--- src/rtl/ilvb_pkg.sv ---
package ilvb_pkg;
  localparam int WORD_BYTES = 4;
  localparam int WORD_SHIFT = 2;

  // bank index for a word index under word interleaving
  function automatic int unsigned pick_bank(input logic [31:0] word_idx,
                                            input int unsigned nbanks);
    return word_idx % nbanks;
  endfunction

  function automatic int unsigned bank_width(input int unsigned nbanks);
    return (nbanks > 1) ? $clog2(nbanks) : 1;
  endfunction
endpackage

--- src/rtl/ilvb_bank_timer.sv ---
module ilvb_bank_timer #(
  parameter int ACCESS_CYCLES = 8
) (
  input  logic clk,
  input  logic rst_n,
  input  logic start,
  output logic busy,
  output logic finish
);
  generate
    if (ACCESS_CYCLES <= 1) begin : g_single
      assign busy   = 1'b0;
      assign finish = start;
    end else begin : g_multi
      localparam int CW = $clog2(ACCESS_CYCLES);
      logic [CW-1:0] remain;
      always_ff @(posedge clk) begin
        if (!rst_n)              remain <= '0;
        else if (start)          remain <= CW'(ACCESS_CYCLES - 1);
        else if (remain != '0)   remain <= remain - 1'b1;
      end
      assign busy   = (remain != '0);
      assign finish = (remain == CW'(1));
    end
  endgenerate
endmodule

--- src/rtl/ilvb_stall_track.sv ---
module ilvb_stall_track (
  input  logic clk,
  input  logic rst_n,
  input  logic valid,
  input  logic ready,
  output logic conflict_evt
);
  logic waiting_q;
  logic waiting;
  assign waiting = valid & ~ready;
  always_ff @(posedge clk) begin
    if (!rst_n) waiting_q <= 1'b0;
    else        waiting_q <= waiting;
  end
  // first stalled cycle of a request only
  assign conflict_evt = waiting & ~waiting_q;
endmodule

--- src/rtl/ilvb_accum.sv ---
module ilvb_accum #(
  parameter int W = 32
) (
  input  logic         clk,
  input  logic         rst_n,
  input  logic         en,
  input  logic [W-1:0] step,
  output logic [W-1:0] total
);
  always_ff @(posedge clk) begin
    if (!rst_n)  total <= '0;
    else if (en) total <= total + step;
  end
endmodule

--- src/rtl/ilvb_sched.sv ---
module ilvb_sched #(
  parameter int NUM_BANKS     = 4,
  parameter int ACCESS_CYCLES = 8,
  parameter int ADDR_W        = 32,
  parameter int CNT_W         = 32,
  localparam int BANK_W       = ilvb_pkg::bank_width(NUM_BANKS)
) (
  input  logic              clk,
  input  logic              rst_n,
  input  logic              req_valid,
  input  logic [ADDR_W-1:0] req_addr,
  input  logic              req_write,
  output logic              req_ready,
  output logic              issue_valid,
  output logic [BANK_W-1:0] issue_bank,
  output logic              issue_write,
  output logic [CNT_W-1:0]  done_count,
  output logic [CNT_W-1:0]  cycle_count,
  output logic [CNT_W-1:0]  conflict_count,
  output logic [CNT_W-1:0]  byte_count
);
  localparam int SHIFT = ilvb_pkg::WORD_SHIFT;

  // named internal events
  logic [BANK_W-1:0]    sel;
  logic [NUM_BANKS-1:0] busy_vec;
  logic [NUM_BANKS-1:0] finish_vec;
  logic [NUM_BANKS-1:0] start_vec;
  logic                 accept;
  logic                 conflict_evt;
  logic                 active;
  logic                 finish_any;

  assign sel = BANK_W'(ilvb_pkg::pick_bank(32'(req_addr >> SHIFT), NUM_BANKS));

  assign req_ready   = ~busy_vec[sel];
  assign accept      = req_valid & req_ready;
  assign issue_valid = accept;
  assign issue_bank  = sel;
  assign issue_write = req_write;

  generate
    for (genvar b = 0; b < NUM_BANKS; b++) begin : g_bank
      assign start_vec[b] = accept && (sel == BANK_W'(b));
      ilvb_bank_timer #(.ACCESS_CYCLES(ACCESS_CYCLES)) u_timer (
        .clk    (clk),
        .rst_n  (rst_n),
        .start  (start_vec[b]),
        .busy   (busy_vec[b]),
        .finish (finish_vec[b])
      );
    end
  endgenerate

  ilvb_stall_track u_stall (
    .clk          (clk),
    .rst_n        (rst_n),
    .valid        (req_valid),
    .ready        (req_ready),
    .conflict_evt (conflict_evt)
  );

  assign active     = req_valid | (|busy_vec);
  assign finish_any = |finish_vec;

  ilvb_accum #(.W(CNT_W)) u_done (
    .clk(clk), .rst_n(rst_n), .en(finish_any), .step(CNT_W'(1)), .total(done_count));
  ilvb_accum #(.W(CNT_W)) u_cycles (
    .clk(clk), .rst_n(rst_n), .en(active), .step(CNT_W'(1)), .total(cycle_count));
  ilvb_accum #(.W(CNT_W)) u_conf (
    .clk(clk), .rst_n(rst_n), .en(conflict_evt), .step(CNT_W'(1)), .total(conflict_count));
  ilvb_accum #(.W(CNT_W)) u_bytes (
    .clk(clk), .rst_n(rst_n), .en(accept), .step(CNT_W'(ilvb_pkg::WORD_BYTES)),
    .total(byte_count));
endmodule

--- config.mk ---
export PLATFORM = sky130hd
export DESIGN_NAME = ilvb_sched
export DESIGN_NICKNAME = d
export VERILOG_FILES = /design/src/rtl/ilvb_pkg.sv /design/src/rtl/ilvb_bank_timer.sv /design/src/rtl/ilvb_stall_track.sv /design/src/rtl/ilvb_accum.sv /design/src/rtl/ilvb_sched.sv
export SDC_FILE = /design/constraint.sdc
export NUM_CORES = 1
export LEC_CHECK = 0
export BUFFER_PORTS_ARGS = -buffer_cell sky130_fd_sc_hd__buf_2
export CORE_ASPECT_RATIO = 2
export CORE_MARGIN = 2
export CORE_UTILIZATION = 58
export DETAILED_ROUTE_END_ITERATION = 6
export GPL_TIMING_DRIVEN = 0
export PLACE_DENSITY_LB_ADDON = 0.12
export SYNTH_ARGS = -nofsm -noshare
export SYNTH_HDL_FRONTEND = slang
export SYNTH_SLANG_ARGS = --single-unit
export TNS_END_PERCENT = 10
--- constraint.sdc ---
create_clock -name clk -period 4.7 [get_ports clk]
set_input_delay 0.94 -clock clk [delete_from_list [all_inputs] [get_ports clk]]
set_output_delay 0.94 -clock clk [all_outputs]
set_load 0.05 [all_outputs]
* Yosys cells after proc, flatten, opt, wreduce, memory -nomap -nowiden
Index checks and enable logic that the tools add are counted.
** Cells by class
- Add/sub/neg operators :: 8
- Order comparisons :: 1
- Equality and inequality tests :: 7
- Muxes and demuxes :: 10
- Bitwise gates (word level) :: 6
- Reductions and logical operators :: 15
** Operators with widths (number)
- $add A32 B1 Y32 const B :: 3
- $add A32 B3 Y32 const B :: 1
- $mux W3 :: 8
- $eq A3 B1 Y1 const B :: 4
- $reduce_bool A3 Y1 :: 4
- $sub A3 B1 Y3 const B :: 4
- $reduce_bool A2 Y1 :: 4
- $reduce_or A4 Y1 :: 2
- $eq A2 B2 Y1 const B :: 2
- $logic_and A1 B1 Y1 :: 4
- $and A1 B1 Y1 :: 3
- $lt A2 B3 Y1 const B :: 1
- $bmux W1 S2 :: 1
- $eq A2 B1 Y1 const B :: 1
- $logic_not A2 Y1 :: 1
- $not A1 Y1 :: 2
- $mux W1 :: 1
- $or A1 B1 Y1 :: 1
** Storage, ports and cells
- Bits in registers :: 141
- Input port bits :: 36
- Output and inout bits :: 133

* Logic depth before layout (Yosys ltp)
- Word-level depth :: 7
- Gate-level depth with buffers :: 9

* Hierarchy
Synthesis repeated with hierarchy kept, for this count alone.
** Unflattened totals
- Cells, all modules :: 1510
- Area total of the unflattened synthesis :: 12318.1 um^2
** By module, submodules not included
- ilvb_accum (u_bytes ...) :: times used 2, cells each 370, area an instance 2982.9 um^2, sequential area each 640.6 um^2
- ilvb_accum (u_cycles ...) :: times used 2, cells each 335, area an instance 2717.6 um^2, sequential area each 640.6 um^2
- ilvb_bank_timer :: times used 4, cells each 20, area an instance 188.9 um^2, sequential area each 60.1 um^2
- ilvb_sched :: times used 1, cells each 17, area an instance 120.1 um^2, sequential area each 0.0 um^2
- ilvb_stall_track :: times used 1, cells each 3, area an instance 41.3 um^2, sequential area each 20.0 um^2

* Least setup slack after synthesis
No wires, ideal clock.
- Path type :: in2out
- Start :: input port req_addr[3]
- End :: output port issue_valid
- Data arrival time :: 2280 ps
- Data required time :: 3760 ps
- Slack :: 1480 ps
- Stages on the path :: 5
- Path through :: mux4_2 -> inv_2 -> buf_2 -> nand2_1 -> inv_2
** On the way
- Word-level cells in the longest chain between the ends :: 4
** Ends and longest elaborated chain
- from (decl) :: line ilvb_sched.sv:11 : input logic [ADDR_W-1:0] req_addr,
- $bmux W1 S2 :: line ilvb_sched.sv:36 : assign req_ready = ~busy_vec[sel];
- $mux W1 (implied by the code) :: line ilvb_sched.sv:36
- $not A1 Y1 :: line ilvb_sched.sv:36
- net req_ready :: line ilvb_sched.sv:13 : output logic req_ready,
- $and A1 B1 Y1 :: line ilvb_sched.sv:37 : assign accept = req_valid & req_ready;
- to (decl) :: line ilvb_sched.sv:14 : output logic issue_valid,
The timed path passes the listed nets, and every way through them passes these cells. The select of a mux whose other input is x is not followed.

* Final worst setup path
- Start :: register g_bank[0].u_timer.g_multi.remain[0]
- End :: output port issue_valid
** On the way
- Word-level cells in the longest chain between the ends :: 5
** Ends and longest elaborated chain
- from (decl) :: line ilvb_bank_timer.sv:16 : logic [CW-1:0] remain;
- from (signal assigned) :: line ilvb_bank_timer.sv:19 : else if (start) remain <= CW'(ACCESS_CYCLES - 1);
- from (signal assigned) :: line ilvb_bank_timer.sv:20 : else if (remain != '0) remain <= remain - 1'b1;
- $reduce_bool A3 Y1 :: line ilvb_bank_timer.sv:22 : assign busy = (remain != '0);
- $bmux W1 S2 :: line ilvb_sched.sv:36
- $mux W1 (implied by the code) :: line ilvb_sched.sv:36
- $not A1 Y1 :: line ilvb_sched.sv:36
- $and A1 B1 Y1 :: line ilvb_sched.sv:37
Every way passes these cells. The select of a mux whose other input is x is not followed.

==> flow_summary.yaml <==
timing:
  timing.fmax_mhz: 276
  worstMarginPinSlew_ns: 0.760
  post-route-period-util: 0.772
  post-route-min-period_ns: 3.63
  setup_viol: 0
  slew_violations: 0
  rsz0062_at_grt: "no"
  hold_violations: 0
  tns_ns: 0
  worst_hold_slack_ns: 0.492
  skew_ns: 0.0120
  timing.slew.headroom: 0.488
drt:
  drt_iter0_drc: 230
  postRouteAntennaNets: 0
  via_per_inst: 5.83
  drc_errors: 0
  wl_per_cell_um: 16.2
  via_count: 6482
  first_pass_iters: 5
  wl_um: 18000
logic_synthesis:
  synth_edf_count: 0
  synth_ff_type: "dfxtp_1"
  ys_ff_latch: 139
  async_reset_ff_frac: 0
  yosysTopAreaCell: "dfxtp_1"
  synth_cells: 802
  avgSynthCellArea_sq_um: 8.46
  synth_top_cell_area_share: 0.410
  synth_cell_types: 47
  ys.warnings.count: 0
  ys_seq_area_frac: 0.410
  synth_area_leaders: "dfxtp_1 (41%), xnor2_1 (10%), nor2_1 (7.4%)"
  syn-cell-area_sq_um: 6790
critical_path:
  worstSetupEndpointType: "output port"
  cp.required_ns: 3.76
  reg2reg_from: "g_bank[0].u_timer.g_multi.remain[0]"
  path_class: "flip-flop to output port"
  slowest_stage: "mux4_2"
  worstSetupStartpointType: "flip-flop"
  critical_path_arrival_ns: 2.69
  ff2ff_path_depth: 8
  max_stage_delay_ns: 0.61
  crit_path_end: "issue_valid"
  cp_max_fo: 10
  r2r_slack_ns: 2.12
  cp-startpoint: "g_bank[0].u_timer.g_multi.remain[0]"
  timing.rr.end: "u_cycles.total[26]"
  crit_path_cell_trace: "inv_1 -> ha_1 -> nand2b_1 -> mux4_2 -> inv_2 -> buf_2 -> nand2_1 -> inv_2 -> buf_2"
finish:
  syn2layout_area_growth_pct: 21.1
  n_antenna_cell: 0
  finalNetCount: 1009
  layout_common_cells: "buf_2 (140), dfxtp_1 (139), nor2_1 (133)"
  drive_gt1_frac: 0.196
  final_common_cell: "buf_2"
clock_tree:
  cts_tree: "yes"
  cts.sinks: 139
  postCtsSetupBuffers: 0
  cts_made_buffers: 17
  cts_hold_buf: 0
  htree_num_levels: 4
  cts_buffer_depth: 2
  ctsResizeCount: 0
  clk_pin_slew_worst_paths_ns: 0.06
  cts-root-buf: "clkbuf_16"
  clk_latency_ns: 0.42
placement:
  hpwlAfterDp_um: 13600
  place_congestion: 0.868
  portBuffers: 135
pwr:
  vdd_drop_max_mv: 0.291
  power_density_nw_per_um2: 442
  power_leakage_uw: 0.00324
run_status:
  status: "completed"
grt:
  grt_pass1_vias: 6268
  grt_pass1_wl_um: 29100
  antenna_found_initial: 0
  grt-ovfl-total: 0
  grt_max_degree: 17
  grt_util_all_layers: 0.291
floorplan:
  die_y_um: 157
  initial_core_util: 0.598
  ios: 169
  dieWidth_um: 80.5
  dieArea_sq_um: 12600
  placement_rows: 55
  core_sq_um: 11400
worst_hold_path:
  hold_path.class: "flip-flop to flip-flop"
flow_run:
  max_cap_viol_count: 0
[cells by family (layout without fill, tap and decap cells)]
| family | count (synthesis) | in the layout | share of synthesized area |
|---|---|---|---|
| other | 1 | 2 | 0.000553 |
| AOI/OAI and AO/OA | 59 | 59 | 0.0540 |
| muxes | 7 | 7 | 0.0122 |
| DFF | 139 | 139 | 0.410 |
| and+or+nand+nor | 409 | 409 | 0.321 |
| adders and majority gates | 16 | 16 | 0.0295 |
| buffers and inverters | 70 | 237 | 0.0424 |
| xor gates and xnor gates | 101 | 101 | 0.130 |
[worst min-delay path by stage]
stage	startpoint	end	slack (ns)	cells past startpoint
floorplan	g_bank[3].u_timer.g_multi.remain[1]	g_bank[3].u_timer.g_multi.remain[1]	0.53	2
global placement	u_bytes.total[31]	u_bytes.total[31]	0.46	2
detailed placement	u_bytes.total[31]	u_bytes.total[31]	0.47	2
CTS	u_bytes.total[31]	u_bytes.total[31]	0.49	2
global route	u_bytes.total[31]	u_bytes.total[31]	0.51	2
finish	u_bytes.total[31]	u_bytes.total[31]	0.49	2
[power breakdown]
group / internal [uW] / switching (uW)
registers: 1250 / 78.6
clock network: 785 / 530
logic: 301 / 686
total: 2340 / 1290
[flip-flops by register name (all words and copies together), names as in the netlist]
register / count
g_bank.u_timer.g_multi.remain: 12
u_bytes.total: 30
u_conf.total: 32
u_cycles.total: 32
u_done.total: 32
u_stall.waiting_q: 1
[area by class of cell]
type,count,area (sq um)
fillers,928,3140
clock buffers,19,433
flip-flops and latches,139,2780
clock inverters,13,143
inverters,28,105
plain buffers,42,183
well taps,142,178
multi-input cells,594,3720
repair buffers,135,676
[metrics by stage]
step | power (uW) | setup WS [ns] | instances | area, sq um | util
global placement | 2280 | 1.17 | 1080 | 7640 | 0.673
global route | 3790 | 0.895 | 1112 | 8220 | 0.724
floorplan | 2080 | 1.48 | 803 | 6790 | -
finish | 3630 | 1.07 | 1112 | 8220 | 0.724
CTS | 3640 | 1.08 | 1112 | 8220 | 0.724
detailed placement | 2330 | 1.15 | 1080 | 7640 | 0.673
[synthesized netlist by cell type, drive strengths merged (18+ instances only)]
cell	count
nor4	39
nand3	41
and4	18
a21oi	25
clkbuf	31
nand2	41
xor2	23
nor2	133
nand4	38
nor3	26
xnor2	78
dfxtp	139
inv	28
[critical path, delay by kind of cell, from the launching register on]
kind,cells,cell delay (ns)
muxes,1,0.61
adders and majority gates,1,0.23
DFF,1,0.34
and+or+nand+nor,2,0.28
buffers and inverters,5,0.80
[layer usage]
metal | vias up | global-route usage | share of wire | wire length [um]
met1 | 3143 | 0.284 | 0.36 | 6510
met2 | 199 | 0.567 | 0.57 | 10200
met4 | 0 | 0.105 | 0.021 | 382
met5 | - | 0 | 0 | 0
met3 | 35 | 0.0728 | 0.048 | 858
li1 | 3105 | - | - | -
(Power assumes the default switching activity.)
